[config.mk]
export PLATFORM = sky130hd
export DESIGN_NAME = opcode_field_decoder
export DESIGN_NICKNAME = d
export VERILOG_FILES = /design/src/rtl/opdec_pkg.sv /design/src/rtl/opdec_fields.sv /design/src/rtl/opdec_class.sv /design/src/rtl/opdec_outreg.sv /design/src/rtl/opcode_field_decoder.sv
export SDC_FILE = /design/constraint.sdc
export NUM_CORES = 1
export LEC_CHECK = 0
export ABC_AREA = 1
export BUFFER_PORTS_ARGS = -buffer_cell sky130_fd_sc_hd__buf_4
export CORE_AREA = 2 2 68 70
export CTS_CLUSTER_DIAMETER = 100
export DETAILED_ROUTE_END_ITERATION = 16
export DIE_AREA = 0 0 70 72
export GPL_TIMING_DRIVEN = 0
export MAX_ROUTING_LAYER = met4
export PLACE_DENSITY = 0.84
export SLEW_MARGIN = 40
export SYNTH_ARGS = -nofsm -noshare
export SYNTH_HDL_FRONTEND = slang
export SYNTH_SLANG_ARGS = --single-unit
export TNS_END_PERCENT = 1
[constraint.sdc]
create_clock -name clk_i -period 1.4 [get_ports clk_i]
set_clock_uncertainty 0.05 [all_clocks]
set_input_delay 0.07 -clock clk_i [delete_from_list [all_inputs] [get_ports clk_i]]
set_output_delay 0.07 -clock clk_i [all_outputs]
set_load 0.05 [all_outputs]
[src/rtl/opdec_pkg.sv]
package opdec_pkg;
  localparam int OPC_W = 8;
  localparam int CLS_W = 5;
  localparam int SEL_W = 3;
  localparam int LEN_W = 2;
  localparam int CYC_W = 5;

  typedef enum logic [CLS_W-1:0] {
    OC_NOP = 5'd0, OC_LD8 = 5'd1, OC_LD8_IMM = 5'd2, OC_LD16_IMM = 5'd3,
    OC_LD_MEM = 5'd4, OC_ALU = 5'd5, OC_ALU_IMM = 5'd6, OC_INC8 = 5'd7,
    OC_DEC8 = 5'd8, OC_INC16 = 5'd9, OC_DEC16 = 5'd10, OC_ADD16 = 5'd11,
    OC_MISC = 5'd12, OC_HALT = 5'd13, OC_STOP = 5'd14, OC_JR = 5'd15,
    OC_JP = 5'd16, OC_CALL = 5'd17, OC_RET = 5'd18, OC_RETI = 5'd19,
    OC_PUSH = 5'd20, OC_POP = 5'd21, OC_RST = 5'd22, OC_SP_ADJ = 5'd23,
    OC_MOV16 = 5'd24, OC_INTCTL = 5'd25, OC_PREFIX = 5'd26
  } op_class_e;

  typedef enum logic [SEL_W-1:0] {
    PR_BC = 3'd0, PR_DE = 3'd1, PR_HL = 3'd2, PR_SP = 3'd3, PR_AF = 3'd4
  } pair_e;

  typedef enum logic [SEL_W-1:0] {
    CC_NZ = 3'd0, CC_Z = 3'd1, CC_NC = 3'd2, CC_C = 3'd3, CC_ALW = 3'd4
  } cond_e;

  typedef enum logic [SEL_W-1:0] {
    AM_NONE = 3'd0, AM_PAIR = 3'd1, AM_HLI = 3'd2, AM_HLD = 3'd3,
    AM_HIMM = 3'd4, AM_HC = 3'd5, AM_ABS = 3'd6
  } amode_e;

  localparam logic [SEL_W-1:0] REG_MHL = 3'd6;
  localparam logic [SEL_W-1:0] REG_A   = 3'd7;

  typedef struct packed {
    logic [1:0] x;
    logic [2:0] y;
    logic [2:0] z;
    logic [1:0] p;
    logic       q;
  } fld_t;

  typedef struct packed {
    op_class_e        cls;
    logic [SEL_W-1:0] sub;
    logic [SEL_W-1:0] dst;
    logic [SEL_W-1:0] src;
    pair_e            pair;
    cond_e            cond;
    amode_e           amode;
    logic             store;
    logic [LEN_W-1:0] len;
    logic [CYC_W-1:0] cyc;
    logic [CYC_W-1:0] cyc_t;
    logic             prefix;
    logic             illegal;
  } dec_t;

  // pair table used by loads and 16-bit arithmetic
  function automatic pair_e rp_lookup(input logic [1:0] idx);
    return pair_e'({1'b0, idx});
  endfunction

  // pair table used by push/pop: slot 3 is AF
  function automatic pair_e rp2_lookup(input logic [1:0] idx);
    return (idx == 2'd3) ? PR_AF : pair_e'({1'b0, idx});
  endfunction

  function automatic cond_e cc_lookup(input logic [1:0] idx);
    case (idx)
      2'd0:    return CC_NZ;
      2'd1:    return CC_Z;
      2'd2:    return CC_NC;
      default: return CC_C;
    endcase
  endfunction

  function automatic dec_t dec_default();
    dec_t d;
    d       = '0;
    d.cls   = OC_NOP;
    d.pair  = PR_BC;
    d.cond  = CC_ALW;
    d.amode = AM_NONE;
    d.len   = LEN_W'(1);
    d.cyc   = CYC_W'(4);
    d.cyc_t = CYC_W'(4);
    return d;
  endfunction
endpackage

[src/rtl/opdec_fields.sv]
module opdec_fields
  import opdec_pkg::*;
(
  input  logic [OPC_W-1:0] opcode_i,
  output fld_t             fld_o
);
  assign fld_o.x = opcode_i[7:6];
  assign fld_o.y = opcode_i[5:3];
  assign fld_o.z = opcode_i[2:0];
  assign fld_o.p = opcode_i[5:4];
  assign fld_o.q = opcode_i[3];
endmodule

[src/rtl/opdec_class.sv]
module opdec_class
  import opdec_pkg::*;
(
  input  fld_t fld_i,
  output dec_t dec_o
);
  dec_t d;
  logic y_mem, z_mem;

  assign y_mem = (fld_i.y == REG_MHL);
  assign z_mem = (fld_i.z == REG_MHL);

  always_comb begin
    d = dec_default();
    unique case (fld_i.x)
      2'd0: begin
        unique case (fld_i.z)
          3'd0: begin
            case (fld_i.y)
              3'd0: ;
              3'd1: begin
                d.cls = OC_LD_MEM; d.store = 1'b1; d.pair = PR_SP;
                d.amode = AM_ABS; d.len = 2'd3; d.cyc = 5'd20;
              end
              3'd2: begin d.cls = OC_STOP; d.len = 2'd2; end
              3'd3: begin d.cls = OC_JR; d.len = 2'd2; d.cyc = 5'd12; end
              default: begin
                d.cls = OC_JR; d.len = 2'd2; d.cond = cc_lookup(fld_i.y[1:0]);
                d.cyc = 5'd8; d.cyc_t = 5'd12;
              end
            endcase
          end
          3'd1: begin
            d.pair = rp_lookup(fld_i.p);
            if (!fld_i.q) begin d.cls = OC_LD16_IMM; d.len = 2'd3; d.cyc = 5'd12; end
            else begin d.cls = OC_ADD16; d.cyc = 5'd8; end
          end
          3'd2: begin
            d.cls   = OC_LD_MEM;
            d.store = ~fld_i.q;
            d.cyc   = 5'd8;
            if (!fld_i.q) d.src = REG_A; else d.dst = REG_A;
            case (fld_i.p)
              2'd0:    begin d.amode = AM_PAIR; d.pair = PR_BC; end
              2'd1:    begin d.amode = AM_PAIR; d.pair = PR_DE; end
              2'd2:    begin d.amode = AM_HLI;  d.pair = PR_HL; end
              default: begin d.amode = AM_HLD;  d.pair = PR_HL; end
            endcase
          end
          3'd3: begin
            d.cls  = fld_i.q ? OC_DEC16 : OC_INC16;
            d.pair = rp_lookup(fld_i.p);
            d.cyc  = 5'd8;
          end
          3'd4, 3'd5: begin
            d.cls = (fld_i.z == 3'd4) ? OC_INC8 : OC_DEC8;
            d.dst = fld_i.y;
            d.cyc = y_mem ? 5'd12 : 5'd4;
          end
          3'd6: begin
            d.cls = OC_LD8_IMM; d.dst = fld_i.y; d.len = 2'd2;
            d.cyc = y_mem ? 5'd12 : 5'd8;
          end
          default: begin d.cls = OC_MISC; d.sub = fld_i.y; end
        endcase
      end
      2'd1: begin
        if (y_mem && z_mem) d.cls = OC_HALT;
        else begin
          d.cls = OC_LD8; d.dst = fld_i.y; d.src = fld_i.z;
          d.cyc = (y_mem || z_mem) ? 5'd8 : 5'd4;
        end
      end
      2'd2: begin
        d.cls = OC_ALU; d.sub = fld_i.y; d.src = fld_i.z; d.dst = REG_A;
        d.cyc = z_mem ? 5'd8 : 5'd4;
      end
      default: begin
        unique case (fld_i.z)
          3'd0: begin
            if (!fld_i.y[2]) begin
              d.cls = OC_RET; d.cond = cc_lookup(fld_i.y[1:0]);
              d.cyc = 5'd8; d.cyc_t = 5'd20;
            end else begin
              d.len = 2'd2;
              case (fld_i.y[1:0])
                2'd0: begin d.cls = OC_LD_MEM; d.store = 1'b1; d.src = REG_A; d.amode = AM_HIMM; d.cyc = 5'd12; end
                2'd1: begin d.cls = OC_SP_ADJ; d.pair = PR_SP; d.cyc = 5'd16; end
                2'd2: begin d.cls = OC_LD_MEM; d.dst = REG_A; d.amode = AM_HIMM; d.cyc = 5'd12; end
                default: begin d.cls = OC_SP_ADJ; d.pair = PR_HL; d.cyc = 5'd12; end
              endcase
            end
          end
          3'd1: begin
            if (!fld_i.q) begin
              d.cls = OC_POP; d.pair = rp2_lookup(fld_i.p); d.cyc = 5'd12;
            end else begin
              case (fld_i.p)
                2'd0:    begin d.cls = OC_RET;  d.cyc = 5'd16; end
                2'd1:    begin d.cls = OC_RETI; d.cyc = 5'd16; end
                2'd2:    begin d.cls = OC_JP;   d.pair = PR_HL; end
                default: begin d.cls = OC_MOV16; d.pair = PR_SP; d.cyc = 5'd8; end
              endcase
            end
          end
          3'd2: begin
            if (!fld_i.y[2]) begin
              d.cls = OC_JP; d.cond = cc_lookup(fld_i.y[1:0]); d.len = 2'd3;
              d.cyc = 5'd12; d.cyc_t = 5'd16;
            end else begin
              d.cls   = OC_LD_MEM;
              d.store = ~fld_i.y[1];
              if (!fld_i.y[1]) d.src = REG_A; else d.dst = REG_A;
              if (fld_i.y[0]) begin d.amode = AM_ABS; d.len = 2'd3; d.cyc = 5'd16; end
              else begin d.amode = AM_HC; d.cyc = 5'd8; end
            end
          end
          3'd3: begin
            case (fld_i.y)
              3'd0: begin d.cls = OC_JP; d.len = 2'd3; d.cyc = 5'd16; end
              3'd1: begin d.cls = OC_PREFIX; d.prefix = 1'b1; d.len = 2'd2; end
              3'd6, 3'd7: begin d.cls = OC_INTCTL; d.sub = fld_i.y; end
              default: d.illegal = 1'b1;
            endcase
          end
          3'd4: begin
            if (!fld_i.y[2]) begin
              d.cls = OC_CALL; d.cond = cc_lookup(fld_i.y[1:0]); d.len = 2'd3;
              d.cyc = 5'd12; d.cyc_t = 5'd24;
            end else d.illegal = 1'b1;
          end
          3'd5: begin
            if (!fld_i.q) begin
              d.cls = OC_PUSH; d.pair = rp2_lookup(fld_i.p); d.cyc = 5'd16;
            end else if (fld_i.p == 2'd0) begin
              d.cls = OC_CALL; d.len = 2'd3; d.cyc = 5'd24;
            end else d.illegal = 1'b1;
          end
          3'd6: begin
            d.cls = OC_ALU_IMM; d.sub = fld_i.y; d.dst = REG_A; d.len = 2'd2; d.cyc = 5'd8;
          end
          default: begin d.cls = OC_RST; d.sub = fld_i.y; d.cyc = 5'd16; end
        endcase
      end
    endcase
    if (d.cond == CC_ALW) d.cyc_t = d.cyc;
  end

  assign dec_o = d;
endmodule

[src/rtl/opdec_outreg.sv]
module opdec_outreg
  import opdec_pkg::*;
(
  input  logic clk_i,
  input  logic rst_ni,
  input  logic valid_i,
  input  dec_t dec_i,
  output logic valid_o,
  output dec_t dec_o
);
  always_ff @(posedge clk_i or negedge rst_ni) begin
    if (!rst_ni) begin
      valid_o <= 1'b0;
      dec_o   <= dec_default();
    end else begin
      valid_o <= valid_i;
      if (valid_i) dec_o <= dec_i;
    end
  end
endmodule

[src/rtl/opcode_field_decoder.sv]
module opcode_field_decoder
  import opdec_pkg::*;
(
  input  logic             clk_i,
  input  logic             rst_ni,
  input  logic             valid_i,
  input  logic [OPC_W-1:0] opcode_i,
  output logic             valid_o,
  output logic [CLS_W-1:0] class_o,
  output logic [SEL_W-1:0] sub_op_o,
  output logic [SEL_W-1:0] dst_o,
  output logic [SEL_W-1:0] src_o,
  output logic [SEL_W-1:0] pair_o,
  output logic [SEL_W-1:0] cond_o,
  output logic [SEL_W-1:0] amode_o,
  output logic             store_o,
  output logic [LEN_W-1:0] len_o,
  output logic [CYC_W-1:0] cyc_o,
  output logic [CYC_W-1:0] cyc_t_o,
  output logic             prefix_o,
  output logic             illegal_o
);
  fld_t fld;
  dec_t dec_c, dec_q;

  opdec_fields u_fields (.opcode_i(opcode_i), .fld_o(fld));
  opdec_class  u_class  (.fld_i(fld), .dec_o(dec_c));
  opdec_outreg u_oreg (
    .clk_i(clk_i), .rst_ni(rst_ni), .valid_i(valid_i),
    .dec_i(dec_c), .valid_o(valid_o), .dec_o(dec_q)
  );

  assign class_o   = dec_q.cls;
  assign sub_op_o  = dec_q.sub;
  assign dst_o     = dec_q.dst;
  assign src_o     = dec_q.src;
  assign pair_o    = dec_q.pair;
  assign cond_o    = dec_q.cond;
  assign amode_o   = dec_q.amode;
  assign store_o   = dec_q.store;
  assign len_o     = dec_q.len;
  assign cyc_o     = dec_q.cyc;
  assign cyc_t_o   = dec_q.cyc_t;
  assign prefix_o  = dec_q.prefix;
  assign illegal_o = dec_q.illegal;
endmodule

**Word-level counts from Yosys, hierarchy flattened**

Index checks and enable logic that the tools add are counted.

- Reductions and logical operators: 22
- Eq/ne operators: 19
- Muxes and demuxes: 100
- Bitwise operators: 2

Operators with widths:

| kind | number |
|---|---|
| $mux 5 | 15 |
| $pmux 5 s3 | 5 |
| $pmux 5 s7 | 2 |
| $mux 3 | 19 |
| $mux 4 | 11 |
| $pmux 3 s3 | 4 |
| $pmux 5 s6 | 1 |
| $pmux 5 s5 | 1 |
| $pmux 12 s2 | 1 |
| $pmux 2 s2 | 6 |
| $pmux 4 s3 | 2 |
| $pmux 5 s2 | 2 |
| $eq 3x3->1 const B | 6 |
| $mux 6 | 3 |
| $pmux 3 s2 | 3 |
| $pmux 6 s3 | 1 |
| $pmux 4 s2 | 2 |
| $reduce_or 2->1 | 8 |
| $mux 2 | 7 |
| $mux 7 | 2 |
| $eq 3x2->1 const B | 4 |
| $mux 12 | 1 |
| $pmux 2 s3 | 2 |
| $pmux 2 s6 | 1 |
| other kinds (15) | 34 |

- Bits of input ports: 11
- Bits in registers: 39
- Output and inout port bits: 39
- Word-level logic and storage cells: 157

**Longest topological paths before layout**

Gate-level depths: netlist of run 1.

- Depth after elaboration: 8
- Mapped depth: 13
- Mapped depth without buffers: 12

**Hierarchy**

From an unflattened synthesis of run 1, not the netlist that was laid out.

- Cells, all modules: 479
- Area, all modules: 3128.0 um^2

Modules (own cells, without submodules):

| module | cells an instance | area an instance (um^2) | times used | sequential area each (um^2) |
|---|---|---|---|---|
| opdec_class | 306 | 1562.7 | 1 | 0.0 |
| opdec_outreg | 162 | 1482.7 | 1 | 980.9 |
| opdec_fields | 11 | 82.6 | 1 | 0.0 |

**Worst setup path before layout of run 1**

Ideal clock, no wire load.

- Path type: input port to flip-flop
- From: input opcode_i[4]
- To: register u_oreg.dec_o[5] in the netlist's numbering
- Arrival: 1233 ps
- Required time: 1232 ps
- Path slack: 0 ps
- Path buffers: 2
- Cell stages on the path: 13
- Path through: buf_4 > inv_1 > buf_2 > nor2_1 > ha_1 > nand2_1 > o21ai_2 > inv_1 > nand2_1 > nand2_1 > nand3_1 > nand2_1 > nand2_1

- Longest elaborated chain between the ends: 7
- Elaborated cells between the ends (all ways): 40

Ends and longest elaborated chain:

| element | line | RTL |
|---|---|---|
| start, declared | opcode_field_decoder.sv:7 | `input logic [OPC_W-1:0] opcode_i,` |
| $eq 2x1->1, or another cell as far along | opdec_class.sv:98 | `case (fld_i.p)` |
| $reduce_or 2->1 (no line), or another cell as far along | - |  |
| $pmux 5 s2, or another cell as far along | opdec_class.sv:98 |  |
| $mux 5, or another cell as far along | opdec_class.sv:95 | `if (!fld_i.q) begin` |
| $pmux 5 s7 / $pmux 12 s2 (equally long branches) | opdec_class.sv:79, opdec_class.sv:15 |  |
| $pmux 5 s3 / $eq 3x3->1 (equally long branches) | opdec_class.sv:15, opdec_class.sv:146 |  |
| $mux 5 (*) | opdec_class.sv:146 | `if (d.cond == CC_ALW) d.cyc_t = d.cyc;` |
| end signal, assigned | opdec_outreg.sv:14 | `dec_o <= dec_default();` |
| end signal, assigned | opdec_outreg.sv:17 | `if (valid_i) dec_o <= dec_i;` |
| end, declared | opdec_outreg.sv:9 | `output dec_t dec_o` |

Every way passes the cells marked *; elsewhere a longest branch is shown, timed or not.
A chain may end at the register's enable or synchronous reset.

**Final worst setup path of run 1**

- From: input opcode_i[6]
- To: register u_oreg.dec_o[22] in the netlist's numbering

- Longest elaborated chain between the ends: 3
- Elaborated cells between the ends (all ways): 5

Ends and longest elaborated chain:

| element | line | RTL |
|---|---|---|
| $eq 2x1->1 / $eq 2x2->1 (equally long branches) | opdec_class.sv:15 | `unique case (fld_i.x)` |
| $reduce_or 2->1 (no line) | - |  |
| $pmux 12 s2 (*) | opdec_class.sv:15 |  |

Marked as above.

==> impl_metrics.xml, run 1 <==
<?xml version="1.0" encoding="UTF-8"?>
<metrics>
  <group name="flow_run">
    <metric name="cap_violations" unit="">0</metric>
  </group>
  <group name="sta">
    <metric name="finalSetupViolCount" unit="">0</metric>
    <metric name="relSlewSlack" unit="">0.639</metric>
    <metric name="hold_ws" unit="ns">0.129</metric>
    <metric name="rsz_0062_raised_after_global_routing" unit="">true</metric>
    <metric name="period_share" unit="">0.942</metric>
    <metric name="fin_crit" unit="ns">1.32</metric>
    <metric name="clock.fmax" unit="MHz">758</metric>
    <metric name="hold_violations" unit="">0</metric>
    <metric name="finalWorstSetupSlack" unit="ns">0.0812</metric>
    <metric name="worst-slew-pin-transition" unit="ns">0.540</metric>
    <metric name="slew_violations" unit="">0</metric>
  </group>
  <group name="global_routing">
    <metric name="global_route_wire_length_before_repair" unit="mm">13.5</metric>
    <metric name="grt_start_max_net_pins" unit="">36</metric>
    <metric name="grt_overflow" unit="">0</metric>
    <metric name="antenna_found_initial" unit="">0</metric>
    <metric name="grt_util_all_layers" unit="">0.355</metric>
    <metric name="via_count_of_the_first_global_routing_pass" unit="">2727</metric>
  </group>
  <group name="synthesis">
    <metric name="yosys.area.top_type" unit="">sky130_fd_sc_hd__dfrtp_1</metric>
    <metric name="gate_count_post_synth" unit="">385</metric>
    <metric name="postSynth.asyncResetShare" unit="">1.00</metric>
    <metric name="yosys-top-cells-area" unit="">sky130_fd_sc_hd__dfrtp_1 31%, sky130_fd_sc_hd__nand2_1 19%, sky130_fd_sc_hd__nor2_1 6.1%, sky130_fd_sc_hd__nand3_1 5.8%, sky130_fd_sc_hd__o21ai_0 5.2%</metric>
    <metric name="ys_warn_count" unit="">0</metric>
    <metric name="synthDominantCellAreaShare" unit="">0.307</metric>
    <metric name="synth.distinct_cells" unit="">33</metric>
    <metric name="syn_avg_cell_area" unit="um2">6.55</metric>
    <metric name="synthesis.area" unit="um2">2520</metric>
    <metric name="synth_edf_count" unit="">0</metric>
    <metric name="postSynth.topFlopCell" unit="">sky130_fd_sc_hd__dfrtp_1</metric>
    <metric name="synth-seq-cells" unit="">35</metric>
    <metric name="yosysSeqAreaShare" unit="">0.349</metric>
  </group>
  <group name="layout">
    <metric name="final_nets" unit="">463</metric>
    <metric name="stdcell_area" unit="um2">3170</metric>
    <metric name="final_layout_size_suffix_gt1_frac" unit="">0.241</metric>
    <metric name="syn2layout_area_growth" unit="%">25.6</metric>
    <metric name="layout_commonest_cell" unit="">sky130_fd_sc_hd__nand2_1</metric>
    <metric name="final_core_util" unit="">0.744</metric>
    <metric name="antenna_cells" unit="">0</metric>
    <metric name="most-common-layout-cells" unit="">122 x sky130_fd_sc_hd__nand2_1, 55 x sky130_fd_sc_hd__buf_4, 39 x sky130_fd_sc_hd__nor2_1, 31 x sky130_fd_sc_hd__dfrtp_1, 28 x sky130_fd_sc_hd__nand3_1</metric>
  </group>
  <group name="detailed_routing">
    <metric name="drt_first_pass_iters" unit="">6</metric>
    <metric name="avgRoutedWirePerCell" unit="um">17.3</metric>
    <metric name="remaining_drc_errors" unit="">0</metric>
    <metric name="route.antenna.remaining_nets" unit="">0</metric>
    <metric name="number_of_vias_per_cell" unit="">5.98</metric>
    <metric name="overall_via_count_from_detail_route" unit="">2990</metric>
    <metric name="drt-total-wl" unit="mm">8.63</metric>
    <metric name="drt_iter0_markers" unit="">435</metric>
  </group>
  <group name="floorplanning">
    <metric name="floorplan.die.height" unit="um">72</metric>
    <metric name="design.die.area" unit="um2">5040</metric>
    <metric name="dieWidth" unit="um">70</metric>
    <metric name="floorplan.core_area" unit="um2">4260</metric>
    <metric name="floorplan.rows" unit="">24</metric>
    <metric name="initial_utilization" unit="">0.592</metric>
    <metric name="num_io_pins" unit="">50</metric>
  </group>
  <group name="pwr">
    <metric name="p_sw" unit="mW">1.24</metric>
    <metric name="power.share.combinational" unit="">0.350</metric>
    <metric name="p_int" unit="mW">1.97</metric>
    <metric name="vdd_drop_max" unit="mV">0.632</metric>
    <metric name="design_power_total" unit="mW">3.20</metric>
    <metric name="power_switching_share" unit="">0.386</metric>
    <metric name="pwr-share-seq" unit="">0.363</metric>
    <metric name="clock_share_of_power" unit="">0.287</metric>
    <metric name="power_leakage" unit="nW">1.68</metric>
    <metric name="power_density" unit="nW/um2">1010</metric>
  </group>
  <group name="critical_path">
    <metric name="cp-start-kind" unit="">input pin</metric>
    <metric name="reg2reg_from" unit="">u_oreg.dec_o[12]</metric>
    <metric name="worst_path_maximum_fanout" unit="">8</metric>
    <metric name="timing.critical_path.arrival" unit="ns">1.48</metric>
    <metric name="reg2regPathDepth" unit="">2</metric>
    <metric name="worstSetupEndpointType" unit="">register</metric>
    <metric name="timing_worst_setup_path_type" unit="">input pin to register</metric>
    <metric name="reg2reg_to" unit="">u_oreg.dec_o[12]</metric>
    <metric name="slack_of_the_worst_reg_to_reg_path" unit="ns">0.55</metric>
    <metric name="worst-endpoint-required" unit="ns">1.56</metric>
  </group>
  <group name="place">
    <metric name="placement.setup.worst_slack" unit="ns">-0.449</metric>
    <metric name="placed_area" unit="um2">2930</metric>
    <metric name="port-buffer-count" unit="">43</metric>
    <metric name="hpwl_after_detailed_placement" unit="mm">6.29</metric>
    <metric name="gp_congestion" unit="">1.05</metric>
  </group>
  <group name="clock_tree">
    <metric name="clock-sinks" unit="">35</metric>
    <metric name="ctsHtreeMaxLevel" unit="">2</metric>
    <metric name="cts_made_buffers" unit="">5</metric>
    <metric name="cts.path.max_buffers" unit="">2</metric>
    <metric name="clk_pin_slew_worst_paths" unit="ns">0.07</metric>
    <metric name="cts_tree" unit="">built</metric>
    <metric name="worst_skew_pair.late_latency" unit="ns">0.29</metric>
    <metric name="cts_root_buffer" unit="">sky130_fd_sc_hd__clkbuf_8</metric>
  </group>
  <group name="worst_hold_path">
    <metric name="hold_path.startpoint" unit="">valid_i</metric>
    <metric name="worst_hold_path.num_cells" unit="">3</metric>
    <metric name="worst_hold_class" unit="">input pin to register</metric>
    <metric name="timing.hold.worst_endpoint" unit="">u_oreg.dec_o[1]</metric>
  </group>
  <group name="run_status">
    <metric name="run_status" unit="">finished clean</metric>
  </group>
</metrics>
-- registers in the layout, summed over array words and instances, names as in the netlist --
| register | cells |
|---|---|
| u_oreg.dec_o | 34 |
| u_oreg.valid_o | 1 |
-- critical path, stage by stage --
cell	delay [ns]
sky130_fd_sc_hd__buf_4	0.12
sky130_fd_sc_hd__inv_1	0.08
sky130_fd_sc_hd__ha_1	0.17
sky130_fd_sc_hd__buf_6	0.15
sky130_fd_sc_hd__clkinvlp_4	0.13
sky130_fd_sc_hd__nor2_4	0.16
sky130_fd_sc_hd__buf_6	0.15
sky130_fd_sc_hd__nand3_1	0.11
sky130_fd_sc_hd__nand2_2	0.12
sky130_fd_sc_hd__a31oi_1	0.05
sky130_fd_sc_hd__a21oi_1	0.16
-- synth_stat cells, drive strengths merged (2+ instances only) --
| cell type | n |
|---|---|
| o211ai | 2 |
| ha | 5 |
| buf | 16 |
| o22ai | 3 |
| nand3 | 30 |
| nand2 | 131 |
| clkbuf | 5 |
| o21ai | 34 |
| nand4 | 3 |
| nor3 | 2 |
| a31oi | 9 |
| clkinv | 2 |
| a21oi | 22 |
| dfstp | 4 |
| nor2 | 47 |
| dfrtp | 31 |
| inv | 33 |
-- power groups by stage --
stage                     registers (mW)  clock network [mW]  logic, mW
after floorplan                     1.50                   0      0.407
after global placement              1.18                   0       1.05
after detailed placement            1.18                   0       1.06
after CTS                           1.16               0.920       1.07
after global routing                1.17               0.957       1.19
final                               1.16               0.920       1.12
-- cells by family after synthesis --
group / count (synthesis) / synth area share
adders and majority gates: 5 / 0.0248
DFF: 35 / 0.349
other: 1 / 0.00149
AOI/OAI and AO/OA: 74 / 0.162
buffers and inverters: 56 / 0.103
and+or+nand+nor: 214 / 0.360
-- metal layers --
layer / share of wire / vias up / GRT usage / wire [um]
li1: - / 1369 / - / -
met2: 0.45 / 221 / 0.554 / 3900
met1: 0.40 / 1363 / 0.466 / 3460
met3: 0.12 / 37 / 0.0722 / 997
met4: 0.031 / 0 / 0.118 / 269
met5: 0 / - / - / 0
-- through the flow --
step                      setup TNS (ns)  cells
after CTS                       -0.00611    493
after global routing             -0.0895    500
final                                  0    500
after detailed placement           -7.22    483
after global placement             -6.03    483
after floorplan                        0    388
-- worst max path at each step --
| stage | slack (ns) | cells after the start | start | to |
|---|---|---|---|---|
| 2_1_floorplan | 0.02 | 13 | opcode_i[4] | u_oreg.dec_o[5] |
| 3_3_place_gp | -0.42 | 13 | opcode_i[3] | u_oreg.dec_o[5] |
| 3_5_place_dp | -0.45 | 13 | opcode_i[3] | u_oreg.dec_o[5] |
| 4_1_cts | -0.006 | 13 | opcode_i[6] | u_oreg.dec_o[5] |
| 5_1_grt | -0.03 | 13 | opcode_i[7] | u_oreg.dec_o[5] |
| 6_report | 0.08 | 11 | opcode_i[6] | u_oreg.dec_o[22] |
-- layout make-up --
| type | instances | area, um2 |
|---|---|---|
| Tap cell | 52 | 65.1 |
| Fill cell | 374 | 1090 |
| Clock inverter | 3 | 43.8 |
| Multi-Input combinational cell | 297 | 1430 |
| Buffer | 21 | 139 |
| Sequential cell | 35 | 881 |
| Inverter | 35 | 140 |
| Timing Repair Buffer | 52 | 399 |
| Clock buffer | 5 | 68.8 |
-- repair_timing --
| item | in CTS | in global routing |
|---|---|---|
| resized for setup | 5 | 15 |
| buffers inserted | 0 | 7 |
| pin swaps | 0 | 3 |
| setup endpoints to repair | 11 | 17 |
| endpoints found under the hold margin | 32 | 0 |
| hold buffers | 2 | 0 |
Power figures use the tool's default switching activity.
==> inputs of run 2 (changes only) <==
--- a/config.mk
+++ b/config.mk
@@ -7,15 +7,16 @@
 export LEC_CHECK = 0
 export ABC_AREA = 1
 export BUFFER_PORTS_ARGS = -buffer_cell sky130_fd_sc_hd__buf_4
-export CORE_AREA = 2 2 68 70
+export CORE_AREA = 2 2 75 77
 export CTS_CLUSTER_DIAMETER = 100
 export DETAILED_ROUTE_END_ITERATION = 16
-export DIE_AREA = 0 0 70 72
+export DIE_AREA = 0 0 77 79
 export GPL_TIMING_DRIVEN = 0
 export MAX_ROUTING_LAYER = met4
-export PLACE_DENSITY = 0.84
+export PLACE_DENSITY = 0.74
+export REMOVE_ABC_BUFFERS = 1
 export SLEW_MARGIN = 40
 export SYNTH_ARGS = -nofsm -noshare
 export SYNTH_HDL_FRONTEND = slang
 export SYNTH_SLANG_ARGS = --single-unit
-export TNS_END_PERCENT = 1
+export TNS_END_PERCENT = 50
==> constraint.sdc (replaced) <==
create_clock -name clk_i -period 1.2 [get_ports clk_i]
set_clock_uncertainty 0.05 [all_clocks]
set_input_delay 0.06 -clock clk_i [delete_from_list [all_inputs] [get_ports clk_i]]
set_output_delay 0.06 -clock clk_i [all_outputs]
set_load 0.05 [all_outputs]
==> run 2 against run 1 <==
Sequential share of layout area is 1.5 points lower. Hold slack worse by 0.076 ns. First-iteration DRC count is 49% lower. Non-clock buffer count fell by 1. Wire length increased by 1.0%. Utilization fell by 11 points. Critical path type unchanged. Largest cell class unchanged.
==> impl_metrics.xml, run 2 (synthesis gave the netlist of run 1 again) <==
<?xml version="1.0" encoding="UTF-8"?>
<metrics>
  <group name="global_routing">
    <metric name="via_count_of_the_first_global_routing_pass" unit="">2578</metric>
    <metric name="antenna_found_initial" unit="">0</metric>
    <metric name="global_route_wire_length_before_repair" unit="mm">13.6</metric>
    <metric name="grt_start_max_net_pins" unit="">36</metric>
    <metric name="grt_util_all_layers" unit="">0.295</metric>
    <metric name="grt_overflow" unit="">0</metric>
  </group>
  <group name="clock_tree">
    <metric name="ctsHtreeMaxLevel" unit="">2</metric>
    <metric name="cts_root_buffer" unit="">sky130_fd_sc_hd__clkbuf_8</metric>
    <metric name="cts_made_buffers" unit="">5</metric>
    <metric name="cts_tree" unit="">built</metric>
    <metric name="clock-sinks" unit="">35</metric>
    <metric name="clk_pin_slew_worst_paths" unit="ns">0.07</metric>
    <metric name="worst_skew_pair.late_latency" unit="ns">0.29</metric>
    <metric name="cts.path.max_buffers" unit="">2</metric>
  </group>
  <group name="worst_hold_path">
    <metric name="timing.hold.worst_endpoint" unit="">u_oreg.valid_o</metric>
    <metric name="worst_hold_class" unit="">input pin to register</metric>
    <metric name="worst_hold_path.num_cells" unit="">1</metric>
    <metric name="hold_path.startpoint" unit="">valid_i</metric>
  </group>
  <group name="critical_path">
    <metric name="path_buf_inv" unit="">5</metric>
    <metric name="critical_path_top_delay_cell" unit="">sky130_fd_sc_hd__buf_4</metric>
    <metric name="reg2reg_to" unit="">u_oreg.dec_o[12]</metric>
    <metric name="reg2regPathDepth" unit="">2</metric>
    <metric name="slack_of_the_worst_reg_to_reg_path" unit="ns">0.35</metric>
    <metric name="cp-start-kind" unit="">input pin</metric>
    <metric name="timing_worst_setup_path_type" unit="">input pin to register</metric>
    <metric name="worstSetupEndpointType" unit="">register</metric>
    <metric name="cpPeakStageDelay" unit="ns">0.17</metric>
    <metric name="timing.critical_path.arrival" unit="ns">1.33</metric>
    <metric name="worst_path_maximum_fanout" unit="">6</metric>
    <metric name="critical_path.cell_chain" unit="">buf_4, inv_2, ha_4, inv_1, nor2_4, buf_4, inv_1, nor2_1, nor2_2, nand3_1, nand3_1, nand2_1</metric>
    <metric name="worst-endpoint-required" unit="ns">1.38</metric>
    <metric name="critical-path-top-delay-family" unit="">simple AND/OR/NAND/NOR gates</metric>
    <metric name="reg2reg_from" unit="">u_oreg.dec_o[12]</metric>
  </group>
  <group name="pwr">
    <metric name="power.share.combinational" unit="">0.384</metric>
    <metric name="power_density" unit="nW/um2">1060</metric>
    <metric name="vdd_drop_max" unit="mV">0.749</metric>
    <metric name="clock_share_of_power" unit="">0.236</metric>
    <metric name="power_leakage" unit="nW">1.69</metric>
    <metric name="power_switching_share" unit="">0.401</metric>
    <metric name="pwr-share-seq" unit="">0.380</metric>
    <metric name="p_int" unit="mW">2.13</metric>
    <metric name="p_sw" unit="mW">1.43</metric>
  </group>
  <group name="layout">
    <metric name="largest_reg_flops" unit="">34</metric>
    <metric name="antenna_cells" unit="">0</metric>
    <metric name="final.fill_count" unit="">527</metric>
    <metric name="biggestRegsByFlops" unit="">u_oreg.dec_o x34, u_oreg.valid_o x1</metric>
    <metric name="most-common-layout-cells" unit="">116 x sky130_fd_sc_hd__nand2_1, 64 x sky130_fd_sc_hd__buf_4, 38 x sky130_fd_sc_hd__nor2_1, 31 x sky130_fd_sc_hd__dfrtp_1, 26 x sky130_fd_sc_hd__nand3_1</metric>
    <metric name="footprint_of_the_multi_input_gates" unit="um2">1520</metric>
    <metric name="layout_commonest_cell" unit="">sky130_fd_sc_hd__nand2_1</metric>
    <metric name="syn2layout_area_growth" unit="%">33.0</metric>
    <metric name="register_ranked_first_by_flip_flop_count" unit="">u_oreg.dec_o</metric>
    <metric name="final_layout_size_suffix_gt1_frac" unit="">0.301</metric>
    <metric name="ff_latch_area" unit="um2">881</metric>
    <metric name="final_nets" unit="">463</metric>
  </group>
  <group name="floorplanning">
    <metric name="floorplan.core_area" unit="um2">5340</metric>
    <metric name="initial_utilization" unit="">0.473</metric>
    <metric name="floorplan.rows" unit="">27</metric>
    <metric name="floorplan.die.height" unit="um">79</metric>
    <metric name="design.die.area" unit="um2">6080</metric>
    <metric name="num_io_pins" unit="">50</metric>
    <metric name="dieWidth" unit="um">77</metric>
  </group>
  <group name="sta">
    <metric name="finalSetupViolCount" unit="">0</metric>
    <metric name="slew_violations" unit="">0</metric>
    <metric name="period_share" unit="">0.952</metric>
    <metric name="timing.setup.tns" unit="ns">0</metric>
    <metric name="rsz_0062_raised_after_global_routing" unit="">true</metric>
    <metric name="fin_crit" unit="ns">1.14</metric>
    <metric name="hold_violations" unit="">0</metric>
    <metric name="hold_ws" unit="ns">0.0527</metric>
    <metric name="clock.fmax" unit="MHz">875</metric>
  </group>
  <group name="detailed_routing">
    <metric name="drt_first_pass_iters" unit="">5</metric>
    <metric name="route.antenna.remaining_nets" unit="">0</metric>
    <metric name="met3_wirelength" unit="um">786</metric>
    <metric name="routed.top_layer" unit="">met4</metric>
    <metric name="post_route_m1_wl" unit="mm">3.66</metric>
    <metric name="avgRoutedWirePerCell" unit="um">16.8</metric>
    <metric name="number_of_vias_per_cell" unit="">5.48</metric>
    <metric name="overall_via_count_from_detail_route" unit="">2849</metric>
    <metric name="drt-total-wl" unit="mm">8.72</metric>
    <metric name="met2_wirelength" unit="mm">4.03</metric>
    <metric name="drt_iter0_markers" unit="">224</metric>
    <metric name="remaining_drc_errors" unit="">0</metric>
  </group>
  <group name="run_status">
    <metric name="run_status" unit="">finished clean</metric>
  </group>
  <group name="place">
    <metric name="hpwl_after_detailed_placement" unit="mm">5.78</metric>
    <metric name="port-buffer-count" unit="">45</metric>
    <metric name="gp_congestion" unit="">0.993</metric>
  </group>
  <group name="flow_run">
    <metric name="cap_violations" unit="">0</metric>
  </group>
</metrics>
==> run 2: changes by cell type in the layout (fill, tap and decap cells not counted), moves of 6 or more <==
cell / previous run / this run
sky130_fd_sc_hd__buf_4: 55 / 64
sky130_fd_sc_hd__nand2_2: 8 / 14
sky130_fd_sc_hd__inv_1: 26 / 19
sky130_fd_sc_hd__nand2_1: 122 / 116
==> run 2: worst max-delay path by stage <==
stage	end	cells past startpoint	slack [ns]	start
after CTS	u_oreg.dec_o[6]	10	-0.07	opcode_i[5]
after detailed placement	u_oreg.dec_o[4]	10	-1.02	opcode_i[6]
after global placement	u_oreg.dec_o[4]	9	-1.45	opcode_i[6]
after global routing	u_oreg.dec_o[37]	9	-0.03	opcode_i[5]
final	u_oreg.dec_o[4]	12	0.06	opcode_i[7]
after floorplan	u_oreg.dec_o[5]	8	-0.57	opcode_i[6]
==> run 2: through the flow <==
stage	power, mW	instance area [um2]	setup WS (ns)	instances	utilization
finish	3.56	3360	0.0573	520	0.629
global route	3.73	3360	-0.0334	520	0.629
CTS	3.47	3100	-0.0721	503	0.581
detailed placement	2.57	2850	-1.02	485	0.534
global placement	2.56	2840	-1.45	484	0.531
floorplan	2.16	2410	-0.567	367	-
==> run 2: power groups by stage <==
stage / Combinational [mW] / Clock [mW] / Sequential, mW
final: 1.37 / 0.840 / 1.35
after global routing: 1.45 / 0.907 / 1.37
after CTS: 1.26 / 0.857 / 1.35
after detailed placement: 1.20 / 0 / 1.37
after global placement: 1.19 / 0 / 1.37
after floorplan: 0.408 / 0 / 1.75
==> run 2: area by class of cell <==
class	instances	area share
multi-input cells	297	0.453
inverters	35	0.0474
well taps	72	0.0268
repair inverters	1	0.00224
repair buffers	72	0.184
clock buffers	8	0.0239
flip-flops and latches	35	0.262
==> run 2: what timing repair did <==
| item | 4_1_cts | 5_1_grt |
|---|---|---|
| pin swaps | 4 | 14 |
| gates resized for setup | 24 | 34 |
| setup buffers | 8 | 17 |
| gates cloned | 1 | 0 |
| hold buffers | 1 | 0 |
| endpoints found under the setup margin | 30 | 28 |
| endpoints found under the hold margin | 31 | 0 |
==> run 2: layer usage <==
layer,track usage,vias up
met3,0.0398,25
met2,0.484,152
met5,-,-
met1,0.379,1307
met4,0.107,0
li1,-,1365
